`src/rtl/addr_xlat_pkg.sv`:
```
package addr_xlat_pkg;

  localparam int PERM_W = 5;

  typedef enum logic [1:0] {
    ACC_READ  = 2'b00,
    ACC_WRITE = 2'b01,
    ACC_FETCH = 2'b10,
    ACC_NONE  = 2'b11
  } acc_e;

  typedef struct packed {
    logic present;
    logic user_ok;
    logic rd;
    logic wr;
    logic ex;
  } perm_t;

  // right bit that matches the access kind
  function automatic logic kind_right(perm_t p, logic [1:0] kind);
    case (kind)
      ACC_READ:  return p.rd;
      ACC_WRITE: return p.wr;
      ACC_FETCH: return p.ex;
      default:   return 1'b0;
    endcase
  endfunction

  // full permission decision for a present entry
  function automatic logic access_allowed(perm_t p, logic [1:0] kind, logic priv);
    return kind_right(p, kind) && (priv || p.user_ok);
  endfunction

endpackage

```
`src/rtl/pte_table.sv`:
```
module pte_table #(
  parameter int PAGE_W = 4,
  parameter int ENT_W  = 8
) (
  input  logic              clk,
  input  logic              rst_n,
  input  logic              wr_en,
  input  logic [PAGE_W-1:0] wr_page,
  input  logic [ENT_W-1:0]  wr_data,
  input  logic [PAGE_W-1:0] rd_page,
  output logic [ENT_W-1:0]  rd_data
);
  localparam int PAGES = 1 << PAGE_W;

  logic [ENT_W-1:0] ent_q [PAGES];

  for (genvar g = 0; g < PAGES; g++) begin : g_ent
    always_ff @(posedge clk or negedge rst_n) begin
      if (!rst_n)
        ent_q[g] <= '0;
      else if (wr_en && wr_page == PAGE_W'(g))
        ent_q[g] <= wr_data;
    end
  end

  assign rd_data = ent_q[rd_page];


  table_write_chk: assert property (@(posedge clk) disable iff (!rst_n)
    wr_en |=> ent_q[$past(wr_page)] == $past(wr_data));

endmodule

```
`src/rtl/perm_check.sv`:
```
module perm_check
  import addr_xlat_pkg::*;
(
  input  perm_t       perm,
  input  logic [1:0]  kind,
  input  logic        priv,
  output logic        page_miss,
  output logic        prot_viol
);
  always_comb begin
    page_miss = !perm.present;
    prot_viol = perm.present && !access_allowed(perm, kind, priv);
  end
endmodule

```
`src/rtl/addr_xlat.sv`:
```
module addr_xlat
  import addr_xlat_pkg::*;
#(
  parameter int VA_W    = 16,
  parameter int OFS_W   = 12,
  parameter int FRAME_W = 3
) (
  input  logic                         clk,
  input  logic                         rst_n,
  input  logic                         req_valid,
  input  logic [VA_W-1:0]              req_vaddr,
  input  logic [1:0]                   req_kind,
  input  logic                         req_priv,
  input  logic                         cfg_we,
  input  logic [VA_W-OFS_W-1:0]        cfg_page,
  input  logic [PERM_W+FRAME_W-1:0]    cfg_data,
  output logic                         rsp_valid,
  output logic [FRAME_W+OFS_W-1:0]     rsp_paddr,
  output logic                         rsp_page_fault,
  output logic                         rsp_prot_fault
);
  localparam int PAGE_W = VA_W - OFS_W;
  localparam int PA_W   = FRAME_W + OFS_W;
  localparam int ENT_W  = PERM_W + FRAME_W;

  function automatic logic [PA_W-1:0] join_pa(logic [FRAME_W-1:0] frame,
                                               logic [OFS_W-1:0] ofs);
    return {frame, ofs};
  endfunction

  // named internal events
  logic [PAGE_W-1:0]  req_page;
  logic [OFS_W-1:0]   req_ofs;
  logic [ENT_W-1:0]   ent;
  perm_t              ent_perm;
  logic [FRAME_W-1:0] ent_frame;
  logic               page_miss;
  logic               prot_viol;

  assign req_page  = req_vaddr[VA_W-1:OFS_W];
  assign req_ofs   = req_vaddr[OFS_W-1:0];
  assign ent_perm  = perm_t'(ent[ENT_W-1:FRAME_W]);
  assign ent_frame = ent[FRAME_W-1:0];

  pte_table #(.PAGE_W(PAGE_W), .ENT_W(ENT_W)) u_table (
    .clk     (clk),
    .rst_n   (rst_n),
    .wr_en   (cfg_we),
    .wr_page (cfg_page),
    .wr_data (cfg_data),
    .rd_page (req_page),
    .rd_data (ent)
  );

  perm_check u_perm (
    .perm      (ent_perm),
    .kind      (req_kind),
    .priv      (req_priv),
    .page_miss (page_miss),
    .prot_viol (prot_viol)
  );

  always_ff @(posedge clk or negedge rst_n) begin
    if (!rst_n) begin
      rsp_valid      <= 1'b0;
      rsp_paddr      <= '0;
      rsp_page_fault <= 1'b0;
      rsp_prot_fault <= 1'b0;
    end else begin
      rsp_valid      <= req_valid;
      rsp_page_fault <= req_valid && page_miss;
      rsp_prot_fault <= req_valid && prot_viol;
      if (req_valid && !page_miss && !prot_viol)
        rsp_paddr <= join_pa(ent_frame, req_ofs);
      else
        rsp_paddr <= '0;
    end
  end


  resp_follows_chk: assert property (@(posedge clk) disable iff (!rst_n)
    req_valid |=> rsp_valid);


  no_spurious_chk: assert property (@(posedge clk) disable iff (!rst_n)
    !req_valid |=> !rsp_valid);


  fault_prio_chk: assert property (@(posedge clk) disable iff (!rst_n)
    rsp_page_fault |-> !rsp_prot_fault);


  fault_zero_pa_chk: assert property (@(posedge clk) disable iff (!rst_n)
    (rsp_page_fault || rsp_prot_fault) |-> rsp_paddr == '0);


  offset_keep_chk: assert property (@(posedge clk) disable iff (!rst_n)
    rsp_valid && !rsp_page_fault && !rsp_prot_fault
      |-> rsp_paddr[OFS_W-1:0] == $past(req_ofs));


  user_block_chk: assert property (@(posedge clk) disable iff (!rst_n)
    req_valid && !req_priv && ent_perm.present && !ent_perm.user_ok |=> rsp_prot_fault);


  flags_only_valid_chk: assert property (@(posedge clk) disable iff (!rst_n)
    !rsp_valid |-> !rsp_page_fault && !rsp_prot_fault);

endmodule

```
`config.mk`:
```
export PLATFORM = sky130hd
export DESIGN_NAME = addr_xlat
export DESIGN_NICKNAME = d
export VERILOG_FILES = /design/src/rtl/addr_xlat_pkg.sv /design/src/rtl/pte_table.sv /design/src/rtl/perm_check.sv /design/src/rtl/addr_xlat.sv
export SDC_FILE = /design/constraint.sdc
export NUM_CORES = 1
export LEC_CHECK = 0
export BUFFER_PORTS_ARGS = -buffer_cell sky130_fd_sc_hd__buf_4
export CELL_PAD_IN_SITES_DETAIL_PLACEMENT = 1
export CELL_PAD_IN_SITES_GLOBAL_PLACEMENT = 2
export CORE_UTILIZATION = 39
export CTS_CLUSTER_SIZE = 40
export DETAILED_ROUTE_END_ITERATION = 16
export PLACE_DENSITY = 0.83
export REMOVE_ABC_BUFFERS = 1
export SLEW_MARGIN = 20
export SYNTH_ARGS = -nofsm -noshare
export SYNTH_HDL_FRONTEND = slang
export SYNTH_SLANG_ARGS = --single-unit
```
`constraint.sdc`:
```
create_clock -name clk -period 1.9 [get_ports clk]
set_clock_uncertainty 0.05 [all_clocks]
set_input_delay 0.285 -clock clk [delete_from_list [all_inputs] [get_ports clk]]
set_output_delay 0.285 -clock clk [all_outputs]
set_load 0.01 [all_outputs]
```
### After elaboration in Yosys (flattened, before gate mapping)

Index checks and enable logic that the tools add are counted.

* $add $sub $neg: 0
* div/mod/pow operators: 0
* $mul: 0
* magnitude comparators: 1
* equal/unequal tests: 17
* bitwise operators: 1
* reductions and logical operators: 28
* mux-type cells: 5
* shift operators: 0

Operator list (number)
* $bmux 8 s4: 1
* $eq 4x4->1 const B: 8
* $logic_and 1x1->1: 22
* $eq 4x3->1 const B: 4
* $mux 8: 2
* $mux 15: 1
* $eq 4x2->1 const B: 2
* $ge 5x5->1 const B: 1
* $not 4->5: 1
* $eq 4x1->1 const B: 1
* $logic_not 4->1: 1
* $logic_not 1->1: 3
* $pmux 1 s3: 1
* $eq 2x1->1 const B: 1
* $eq 2x2->1 const B: 1
* $logic_not 2->1: 1
* $logic_or 1x1->1: 1

* word-level logic and storage cells: 72
* ROM bits: 0
* register bits after elaboration: 146
* input port bits: 35
* latch bits: 0
* bits in writable memories: 0
* output and inout port bits: 18
* memories: 0

### Logic depth before layout (Yosys ltp)

Gate-level depths: netlist of run 1.

* depth in word-level cells: 11
* depth in mapped cells: 9
* depth with buffers taken out: 6

### Modules after synthesis

From an unflattened synthesis of run 1, not the netlist that was laid out.

* cells, all modules: 410
* area, all modules: 6601.3 µm²

By module, submodules not included
* pte_table: seq. area each 3203.1 µm², times used 1, area each 5903.2 µm², cells each 364
* addr_xlat: seq. area each 450.4 µm², times used 1, area each 660.6 µm², cells each 38
* perm_check: seq. area each 0.0 µm², times used 1, area each 37.5 µm², cells each 8

### Least setup slack after synthesis of run 1

OpenSTA, ideal clock, no wires.

* path kind: register to register
* start: register u_table.ent_q[118] (netlist bit)
* end: register rsp_paddr[10]
* library setup time: 0.117 ns
* buffers on the path: 1
* arrival time: 1.812 ns
* cell stages (with the launch flop): 8
* path slack: -0.079 ns
* clock period less this slack: 1.979 ns
* required time: 1.733 ns
* path through: dfrtp_1 > mux4_1 > nor2b_4 > a2111oi_2 > a221oi_2 > o311a_4 > buf_6 > and2_4

* longest elaborated chain between the ends: 10

RTL lines
* start: declaration: line pte_table.sv:15 `logic [ENT_W-1:0] ent_q [PAGES];`
* start signal: indexed assignment: line pte_table.sv:22 `ent_q[g] <= wr_data;`
* $bmux 8 s4: line pte_table.sv:26 `assign rd_data = ent_q[rd_page];`
* $mux 8 (implied by the code) (2 in series): line pte_table.sv:26
* $logic_or 1x1->1: line addr_xlat_pkg.sv:32 `return kind_right(p, kind) && (priv || p.user_ok);`
* $logic_and 1x1->1: line addr_xlat_pkg.sv:32
* $logic_not 1->1: line perm_check.sv:12 `prot_viol = perm.present && !access_allowed(perm, kind, priv);`
* $logic_and 1x1->1: line perm_check.sv:12
* $logic_not 1->1: line addr_xlat.sv:73 `if (req_valid && !page_miss && !prot_viol)`
* $logic_and 1x1->1: line addr_xlat.sv:73
* $mux 15: line addr_xlat.sv:73
* end signal: assignment: line addr_xlat.sv:74 `rsp_paddr <= join_pa(ent_frame, req_ofs);`
* end: declaration: line addr_xlat.sv:18 `output logic [FRAME_W+OFS_W-1:0] rsp_paddr,`

No other way between the ends. The select of a mux whose other input is x is not followed.
A chain may end at the register's enable or synchronous reset.

### Final worst setup path of run 1

* start: register u_table.ent_q[109] (netlist bit)
* end: register rsp_paddr[2]

* longest elaborated chain between the ends: 10

RTL lines
* $bmux 8 s4: line pte_table.sv:26
* $mux 8 (implied by the code) (2 in series): line pte_table.sv:26
* $pmux 1 s3: line addr_xlat_pkg.sv:22 `case (kind)`
* $logic_and 1x1->1: line addr_xlat_pkg.sv:32
* $logic_not 1->1: line perm_check.sv:12
* $logic_and 1x1->1: line perm_check.sv:12
* $logic_not 1->1: line addr_xlat.sv:73
* $logic_and 1x1->1: line addr_xlat.sv:73
* $mux 15: line addr_xlat.sv:73

No other way between the ends. The select of a mux whose other input is x is not followed.

==> results.md, run 1 <==
- Via count: approximately 4100
- Via density: ~5.4
- Critical Path Fanout Max: 8
- Final ANT Viol Nets: 0
- Die Y: approximately 130 µm
- Flops & latches, synth: roughly 150
- Vias in the first global route: around 4700
- CP Class: flip-flop to flip-flop
- Pwr Total: between 0.008 and 0.009 W
- Critical Path Sink: rsp_paddr[2]
- Area growth from synthesis to layout: 23.7%
- TritonCTS clock tree: done
- Detail Placement HPWL: around 11 mm
- Gate Count Post-Synth: 447
- Synthesized area: 6700 µm²
- Top post-synthesis cells by area: dfrtp_1, mux2_2, mux2_1
- Antenna violations before repair: 0
- Drc violations: 0
- Cell Pwr Density: 1070 nW/µm²
- EDFF count, synth: 0
- GRT Total Usage: 0.217
- Pins Over Slew Limit: 0
- Largest net degree at the start of global routing: 45
- Total gr overflow: 0
- Post-route setup slack: -0.107 ns
- Area of the core: 16700 µm²
- Drt pass-1 iters: 4
- Number of diodes: 0
- Most common cell after layout, fill and taps aside: dfrtp_1
- Worst vdd ir: around 0.66 mV
- Asr flop ratio synth: 1.00
- Status: finished with violations
- Setup WS pre-CTS: -0.327 ns
- Nets: approximately 580
- Yosys cell types: 43
- FP Rows: 47
- Die X: about 130 µm
- Failing checks: negative setup slack
- R2R Setup Slk: -0.11 ns
- Initial core utilization: 0.401
- Synthesis Warnings: 0
- WP data arrival: about 2.3 ns
- Reg-to-Reg End: rsp_paddr[2]
- Leakage power: around 3.7 nW
- Top_reg_cell synth: dfrtp_1
- Post-synthesis sequential area ratio: 0.545
- Layout cells sized above 1: 0.485
- Max cap viols: 0
- Num Clock Sinks: about 150
- Element type at the critical path end: flip-flop
- First-pass GRT wire length: about 28 mm
- Hold Crit Class: input port to flip-flop
- Synth Area per Inst: approximately 15 µm²
- Routed len/inst: approximately 23 µm
- Commonest non-fill, non-tap cells in the layout: dfrtp_1, buf_4, mux2_2
- Crit. Startpoint: u_table.ent_q[109]
- Worst-margin pin slew: between 0.4 and 0.5 ns
- Die ar.: roughly 18000 µm²
- Cells on worst reg2reg path: 6
- Routability Congestion: 0.780
- CTS buffer count: 17
- Layout fillers: 1673
- Worst slew margin: 0.676
- CP Launch Type: flip-flop
- Wirelength, routed: ~17 mm
- Ports: 53
- Unrepaired setup endpoints after global routing: yes
- CTS root buf: clkbuf_16
- Fmax: approximately 0.5 GHz
- Critical path data required time: 2.17 ns
- Post-synth top area share: 0.545
- Tmin final: 2.01 ns
- 1st-iter DRT viols: a little under 200
- Post-synth top area cell: dfrtp_1
- Setup violators final: 15
- Level count of the clock H-tree: 4
- Max Root-Sink Buffers: 2
- Final Hold Vio Count: 0
- Final period util: 1.06
- Worst-skew pair later-pin latency: between 0.4 and 0.5 ns
- Crit Reg-Reg Startpoint: u_table.ent_q[109]
- Clock transition at path regs: roughly 0.06 ns
- Port bufs: 52
-- cell type report --
| cell class | count | area, µm² | area share |
|---|---|---|---|
| sequential | 146 | 3650 | 0.440 |
| multi-input combinational | 272 | 3000 | 0.361 |
| timing repair buffer | 102 | 812 | 0.0979 |
| clock buffer | 23 | 468 | 0.0564 |
| tap | 220 | 275 | 0.0332 |
| clock inverter | 5 | 81.3 | 0.00981 |
| inverter | 2 | 7.51 | 0.000905 |
-- routing by layer --
layer / vias up / GRT usage / part of all wire
met1: 2217 / 0.282 / 0.43
met2: 73 / 0.369 / 0.52
met4: 0 / 0.0638 / 0.016
met5: - / 0 / 0
met3: 20 / 0.0441 / 0.029
li1: 1827 / - / -
-- cells by family (layout without fill, tap and decap cells) --
group	count (synthesis)	count (layout)	synth area share
and+or+nand+nor	70	70	0.0631
muxes	170	170	0.319
DFF	146	146	0.545
AOI/OAI and AO/OA	31	32	0.0416
buffers and inverters	30	132	0.0310
-- worst min path at each step --
stage,from,end,slack [ns],depth (start not counted)
6_report,req_vaddr[0],rsp_paddr[0],0.03,2
5_1_grt,req_vaddr[6],rsp_paddr[6],0.02,2
2_1_floorplan,rst_n,rsp_paddr[0],-0.06,0
3_3_place_gp,rst_n,rsp_paddr[6],0.18,1
4_1_cts,req_vaddr[0],rsp_paddr[0],0.02,2
3_5_place_dp,rst_n,u_table.ent_q[67],0.20,1
-- report_power, final --
group / switching (W) / total [W] / internal, W
sequential: 0.000355 / 0.00412 / 0.00376
clock: 0.00122 / 0.00319 / 0.00197
combinational: 0.000624 / 0.00156 / 0.000933
-- worst max-delay path, cell delays in order (launching register included) --
cell	delay [ns]
dfrtp_1	0.38
mux2_4	0.29
o311ai_4	0.24
a311oi_2	0.07
a31o_2	0.28
o311a_4	0.43
and2_4	0.16
-- metrics by stage --
stage | hold slack [ns] | std cells | utilization | setup TNS [ns] | cell area (µm²)
finish | 0.0329 | 770 | 0.497 | -1.06 | 8290
global route | 0.0243 | 770 | 0.497 | -2.19 | 8290
CTS | 0.0154 | 770 | 0.492 | -1.28 | 8220
detailed placement | 0.198 | 737 | 0.452 | -4.98 | 7550
global placement | 0.183 | 737 | 0.452 | -3.84 | 7550
floorplan | -0.0606 | 419 | - | 0 | 6500
-- Yosys cell counts, types with 3 or more instances --
library cell and count:
mux4_2 18, buf_2 4, and2_1 4, o22ai_1 3
and2_4 10, dfrtp_1 146, nand3b_1 4, mux2i_1 18
nor2b_1 10, buf_4 3, buf_12 3, nand2_1 8
mux2_2 92, clkbuf_1 14, nor2_1 13, mux2_1 39
a2111oi_0 6, mux4_1 3, a21oi_1 4, buf_6 4
a32oi_1 4, nand2b_1 9
-- what timing repair did --
action / in CTS / in global routing
cloned: 1 / 0
resized for setup: 16 / 13
endpoints found under the setup margin: 16 / 16
endpoints found under the hold margin: 41 / 0
pin swaps: 20 / 5
setup buffers: 2 / 0
hold buffers: 2 / 0
-- sequential cells by signal, indices dropped and copies added, names as in the netlist --
name and count:
u_table.ent_q 128, rsp_paddr 15, rsp_page_fault 1, rsp_prot_fault 1
rsp_valid 1
Note: power is estimated with default switching activity, not from simulation.
==> run 2, diff against run 1 <==
- SETUP_SLACK_MARGIN: unset -> 0.3
==> results.md, run 2 (synthesized netlist as in run 1, its figures left out) <==
- Crit. Startpoint: u_table.ent_q[109] (unchanged)
- Post-DP Area: 7550 µm² (unchanged)
- Hold Crit Class: input port to flip-flop (unchanged)
- Critical path data required time: 2.17 ns (about the same)
- Layout fillers: 1672 (was 1673)
- Post-route setup slack: -0.106 ns (was -0.107 ns)
- Worst-margin pin slew: 0.488 ns (was 0.485 ns)
- Setup WS pre-CTS: -0.327 ns (unchanged)
- Port bufs: 52 (unchanged)
- Final Hold Vio Count: 0 (unchanged)
- FP Rows: 47 (unchanged)
- Max FFs per register: 128 (unchanged)
- Most common cell after layout, fill and taps aside: dfrtp_1 (unchanged)
- Detail Placement HPWL: 11.3 mm (unchanged)
- Unrepaired setup endpoints after global routing: yes (unchanged)
- Routability Congestion: 0.780 (unchanged)
- Final Core Density: 0.497 (about the same)
- Final period util: 1.06 (about the same)
- Pwr Total: 0.00887 W (about the same)
- Via count: 4153 (was 4137)
- CTS buffer count: 17 (unchanged)
- Ports: 53 (unchanged)
- Largest reg by FF count: u_table.ent_q (unchanged)
- Setup violators final: 15 (unchanged)
- Failing checks: negative setup slack (unchanged)
- CP Class: flip-flop to flip-flop (unchanged)
- Final ANT Viol Nets: 0 (unchanged)
- Commonest non-fill, non-tap cells in the layout: dfrtp_1, buf_4, mux2_2 (unchanged)
- WP data arrival: 2.27 ns (was 2.28 ns)
- Element type at the critical path end: flip-flop (unchanged)
- Number of diodes: 0 (unchanged)
- Max Root-Sink Buffers: 2 (unchanged)
- Nets: 576 (unchanged)
- Fmax: 0.499 GHz (was 0.498 GHz)
- First-pass GRT wire length: 28.3 mm (unchanged)
- Via density: 5.39 (was 5.37)
- Initial core utilization: 0.401 (unchanged)
- Die Y: 133 µm (unchanged)
- Drt pass-1 iters: 4 (unchanged)
- Worst-skew pair later-pin latency: 0.42 ns (was 0.43 ns)
- Area growth from synthesis to layout: 23.8% (was 23.7%)
- Worst slew margin: 0.674 (was 0.676)
- CTS root buf: clkbuf_16 (unchanged)
- Wirelength, routed: 17.5 mm (about the same)
- Largest net degree at the start of global routing: 45 (unchanged)
- Die X: 133 µm (unchanged)
- Drc violations: 0 (unchanged)
- Start point of the worst hold path: req_vaddr[0] (unchanged)
- Area of the core: 16700 µm² (unchanged)
- 1st-iter DRT viols: 174 (was 199)
- Status: finished with violations (unchanged)
- Critical Path Fanout Max: 8 (unchanged)
- TritonCTS clock tree: done (unchanged)
- Vias in the first global route: 4704 (unchanged)
- Tmin final: 2.01 ns (about the same)
- Cell Pwr Density: 1070 nW/µm² (about the same)
- Antenna violations before repair: 0 (unchanged)
- Routed len/inst: 22.7 µm (about the same)
- Setup TNS: -1.05 ns (was -1.06 ns)
- Clock transition at path regs: 0.06 ns (about the same)
- Die ar.: 17700 µm² (unchanged)
- Level count of the clock H-tree: 4 (unchanged)
- Pins Over Slew Limit: 0 (unchanged)
- CP Launch Type: flip-flop (unchanged)
- Post-route cell area: 8300 µm² (was 8290 µm²)
- Total gr overflow: 0 (unchanged)
- Worst vdd ir: 0.654 mV (was 0.657 mV)
- GRT Total Usage: 0.217 (unchanged)
- Num Clock Sinks: 146 (unchanged)
- Max cap viols: 0 (unchanged)
- Top Registers: u_table.ent_q x128, rsp_paddr x15 (unchanged)
- Layout cells sized above 1: 0.487 (was 0.485)
- Crit Reg-Reg Startpoint: u_table.ent_q[109] (unchanged)
- Leakage power: 3.66 nW (about the same)
==> run 2: power by group <==
group	leakage, nW	total (W)	internal, W	switching, W
clock	0.265	0.00319	0.00197	0.00122
sequential	1.82	0.00412	0.00376	0.000354
combinational	1.58	0.00156	0.000935	0.000626
==> run 2: layout make-up <==
class | count | area (µm²) | share of cell area
well taps | 220 | 275 | 0.0332
multi-input cells | 272 | 3000 | 0.362
flip-flops and latches | 146 | 3650 | 0.440
clock inverters | 5 | 81.3 | 0.00980
inverters | 2 | 7.51 | 0.000905
repair buffers | 102 | 812 | 0.0979
clock buffers | 23 | 468 | 0.0564
==> run 2: per-stage QoR <==
stage	hold slack, ns	instances
3_3_place_gp	0.183	737
6_report	0.0348	770
2_1_floorplan	-0.0606	419
4_1_cts	0.0154	770
5_1_grt	0.0243	770
3_5_place_dp	0.198	737
==> run 2: worst paths after layout <==
path	slack, ns	cells after the start	end
worst max-delay path	-0.11	6	rsp_paddr[7]
worst min-delay path	0.03	2	rsp_paddr[0]
worst max register to register	-0.11	6	rsp_paddr[7]
worst min register to register	0.44	1	u_table.ent_q[31]
max in group asynchronous	0.90	3	u_table.ent_q[94]
min in group asynchronous	0.31	2	rsp_paddr[8]
==> run 2: critical path: stages, from the launching register on <==
cell and delay, ns:
dfrtp_1 0.38, mux2_4 0.29, o311ai_4 0.23, a311oi_2 0.07, a31o_2 0.28, o311a_4 0.43, and2_4 0.16
==> run 2: layer usage <==
metal	share of wire	GRT usage
met5	0	0
met4	0.018	0.0638
met3	0.035	0.0441
met1	0.43	0.282
met2	0.52	0.369
==> run 2: what timing repair did <==
item / CTS / global route
cloned: 1 / 0
gates resized for setup: 16 / 14
endpoints found under the hold margin: 41 / 0
setup endpoints to repair: 16 / 17
hold buffers: 2 / 0
setup buffers: 2 / 0
pin swaps: 20 / 5
==> run 3, diff against run 2 <==
- clock period: 1.9 -> 1.7 ns (I/O delays scaled with it)
==> results.md, run 3 (synthesized netlist as in run 1, its figures left out) <==
- Nets: 602 (was 576)
- GRT Total Usage: 0.228 (was 0.217)
- Reg-to-Reg End: rsp_paddr[6] (was rsp_paddr[7])
- Critical Path Fanout Max: 8 (unchanged)
- P_sw: 0.00258 W (was 0.00220 W)
- Num Clock Sinks: 146 (unchanged)
- Crit Reg-Reg Startpoint: u_table.ent_q[109] (unchanged)
- GRT busiest layer: met2 (unchanged)
- Detail Placement HPWL: 12.2 mm (was 11.3 mm)
- Worst vdd ir: 0.815 mV (was 0.654 mV)
- Ports: 53 (unchanged)
- Final period util: 1.18 (was 1.06)
- Pwr Total: 0.00993 W (was 0.00887 W)
- Comb power frac: 0.179 (was 0.176)
- TritonCTS clock tree: done (unchanged)
- Most common cell after layout, fill and taps aside: dfrtp_1 (unchanged)
- Clock transition at path regs: 0.06 ns (about the same)
- Final Core Density: 0.509 (was 0.497)
- R2R Setup Slk: -0.30 ns (was -0.11 ns)
- Worst-margin pin slew: 0.617 ns (was 0.488 ns)
- Clock share of power: 0.355 (was 0.360)
- Area growth from synthesis to layout: 26.7% (was 23.8%)
- Final Hold Vio Count: 0 (unchanged)
- Die Y: 133 µm (unchanged)
- CP Class: flip-flop to flip-flop (unchanged)
- Setup violators final: 16 (was 15)
- Post-DP Area: 7700 µm² (was 7550 µm²)
- Drc violations: 0 (unchanged)
- Wirelength, routed: 18.6 mm (was 17.5 mm)
- Met1 GRT Util: 0.288 (was 0.282)
- Antenna violations before repair: 0 (unchanged)
- Cells on worst reg2reg path: 6 (unchanged)
- Crit. Startpoint: u_table.ent_q[109] (unchanged)
- Worst-skew pair later-pin latency: 0.43 ns (was 0.42 ns)
- Hold Crit Class: input port to flip-flop (unchanged)
- First-pass GRT wire length: 29.4 mm (was 28.3 mm)
- Area of the core: 16700 µm² (unchanged)
- Level count of the clock H-tree: 4 (unchanged)
- Die X: 133 µm (unchanged)
- Routed len/inst: 23.3 µm (was 22.7 µm)
- Number of diodes: 0 (unchanged)
- Fmax: 0.499 GHz (about the same)
- Drt pass-1 iters: 4 (unchanged)
- Failing checks: negative setup slack (unchanged)
- Sequential share of power: 0.466 (was 0.464)
- Max FFs per register: 128 (unchanged)
- Vias in the first global route: 4997 (was 4704)
- Post-route setup slack: -0.305 ns (was -0.106 ns)
- Critical Path Sink: rsp_paddr[6] (was rsp_paddr[7])
- CTS buffer count: 17 (unchanged)
- Via count: 4330 (was 4153)
- Top Registers: u_table.ent_q x128, rsp_paddr x15 (unchanged)
- Port bufs: 52 (unchanged)
- Commonest non-fill, non-tap cells in the layout: dfrtp_1, buf_4, mux2_2 (unchanged)
- Pins Over Slew Limit: 0 (unchanged)
- CP Launch Type: flip-flop (unchanged)
- Unrepaired setup endpoints after global routing: yes (unchanged)
- Largest reg by FF count: u_table.ent_q (unchanged)
- Leakage power: 3.79 nW (was 3.66 nW)
- Die ar.: 17700 µm² (unchanged)
- FP Rows: 47 (unchanged)
- Total gr overflow: 0 (unchanged)
- Sw Share: 0.260 (was 0.248)
- Post-route cell area: 8490 µm² (was 8300 µm²)
- Internal power: 0.00735 W (was 0.00667 W)
- 1st-iter DRT viols: 282 (was 174)
- Max Root-Sink Buffers: 2 (unchanged)
- CTS root buf: clkbuf_16 (unchanged)
- Routability Congestion: 0.787 (was 0.780)
- M2 GR Usage: 0.392 (was 0.369)
- Tmin final: 2.00 ns (was 2.01 ns)
- Via density: 5.41 (was 5.39)
- Status: finished with violations (unchanged)
- Largest net degree at the start of global routing: 42 (was 45)
- WP data arrival: 2.28 ns (was 2.27 ns)
- Critical path data required time: 1.98 ns (was 2.17 ns)
- Initial core utilization: 0.401 (unchanged)
- Element type at the critical path end: flip-flop (unchanged)
- Cell Pwr Density: 1170 nW/µm² (was 1070 nW/µm²)
- GR Layer Usage met3: 0.0411 (was 0.0441)
- Setup WS pre-CTS: -0.496 ns (was -0.327 ns)
- Max cap viols: 0 (unchanged)
- Setup TNS: -4.56 ns (was -1.05 ns)
- Layout cells sized above 1: 0.483 (was 0.487)
- Worst slew margin: 0.589 (was 0.674)
- Final ANT Viol Nets: 0 (unchanged)
## run 3: changes by cell type in the layout (fill, tap and decap cells not counted), moves of 2 or more
cell,previous run,this run
clkinvlp_4,1,3
dlygate4sd3_1,2,14
and2_4,13,11
buf_12,3,6
a2111oi_4,3,1
and2_1,1,3
clkinv_2,1,4
mux2i_2,3,1
buf_4,96,107
mux2i_1,15,17
## run 3: how the worst min path moves through the flow
stage              start                 to  slack [ns]  cells after the start
6_report       req_valid     rsp_page_fault        0.03                      2
5_1_grt        req_valid     rsp_page_fault        0.04                      2
4_1_cts        req_valid     rsp_page_fault        0.02                      2
3_5_place_dp       rst_n  u_table.ent_q[92]        0.11                      1
3_3_place_gp       rst_n  u_table.ent_q[92]         0.1                      1
2_1_floorplan      rst_n       rsp_paddr[0]       -0.09                      0
## run 3: final cells by class
cell class                 instances  area, µm²
inverter                           2       7.51
timing repair buffer             128       1070
fill                            1645       8210
sequential                       146       3650
clock inverter                     9       81.3
tap                              220        275
clock buffer                      23        468
multi-input combinational        272       2930
## run 3: routing by layer
| layer | routed length (µm) | vias to the layer above |
|---|---|---|
| met4 | 371 | 0 |
| met1 | 7910 | 2332 |
| met3 | 709 | 29 |
| li1 | - | 1888 |
| met2 | 9650 | 81 |
| met5 | 0 | - |
## run 3: power by group through the flow
stage	clock, W	combinational, W	sequential [W]
6_report	0.00353	0.00178	0.00463
5_1_grt	0.00371	0.00192	0.00470
4_1_cts	0.00359	0.00177	0.00461
3_5_place_dp	0	0.00167	0.00465
3_3_place_gp	0	0.00157	0.00458
2_1_floorplan	0	0.00106	0.00449
## run 3: repair_timing
| item | 4_1_cts | 5_1_grt |
|---|---|---|
| cloned | 1 | 0 |
| setup endpoints to repair | 17 | 17 |
| setup buffers | 0 | 1 |
| pin swaps | 11 | 2 |
| hold endpoints to repair | 119 | 0 |
| hold buffers | 14 | 0 |
| gates resized for setup | 18 | 4 |
## run 3: critical path, cell delays in order (launching register included)
cell,delay [ns]
dfrtp_1,0.38
mux2_4,0.29
o311ai_4,0.23
a311oi_1,0.09
a31o_2,0.29
o311a_4,0.38
and2_4,0.18
## run 3: through the flow
stage | std cells | hold WS, ns
floorplan | 419 | -0.0906
global placement | 752 | 0.0988
detailed placement | 752 | 0.107
CTS | 799 | 0.0178
global route | 800 | 0.0421
finish | 800 | 0.0331
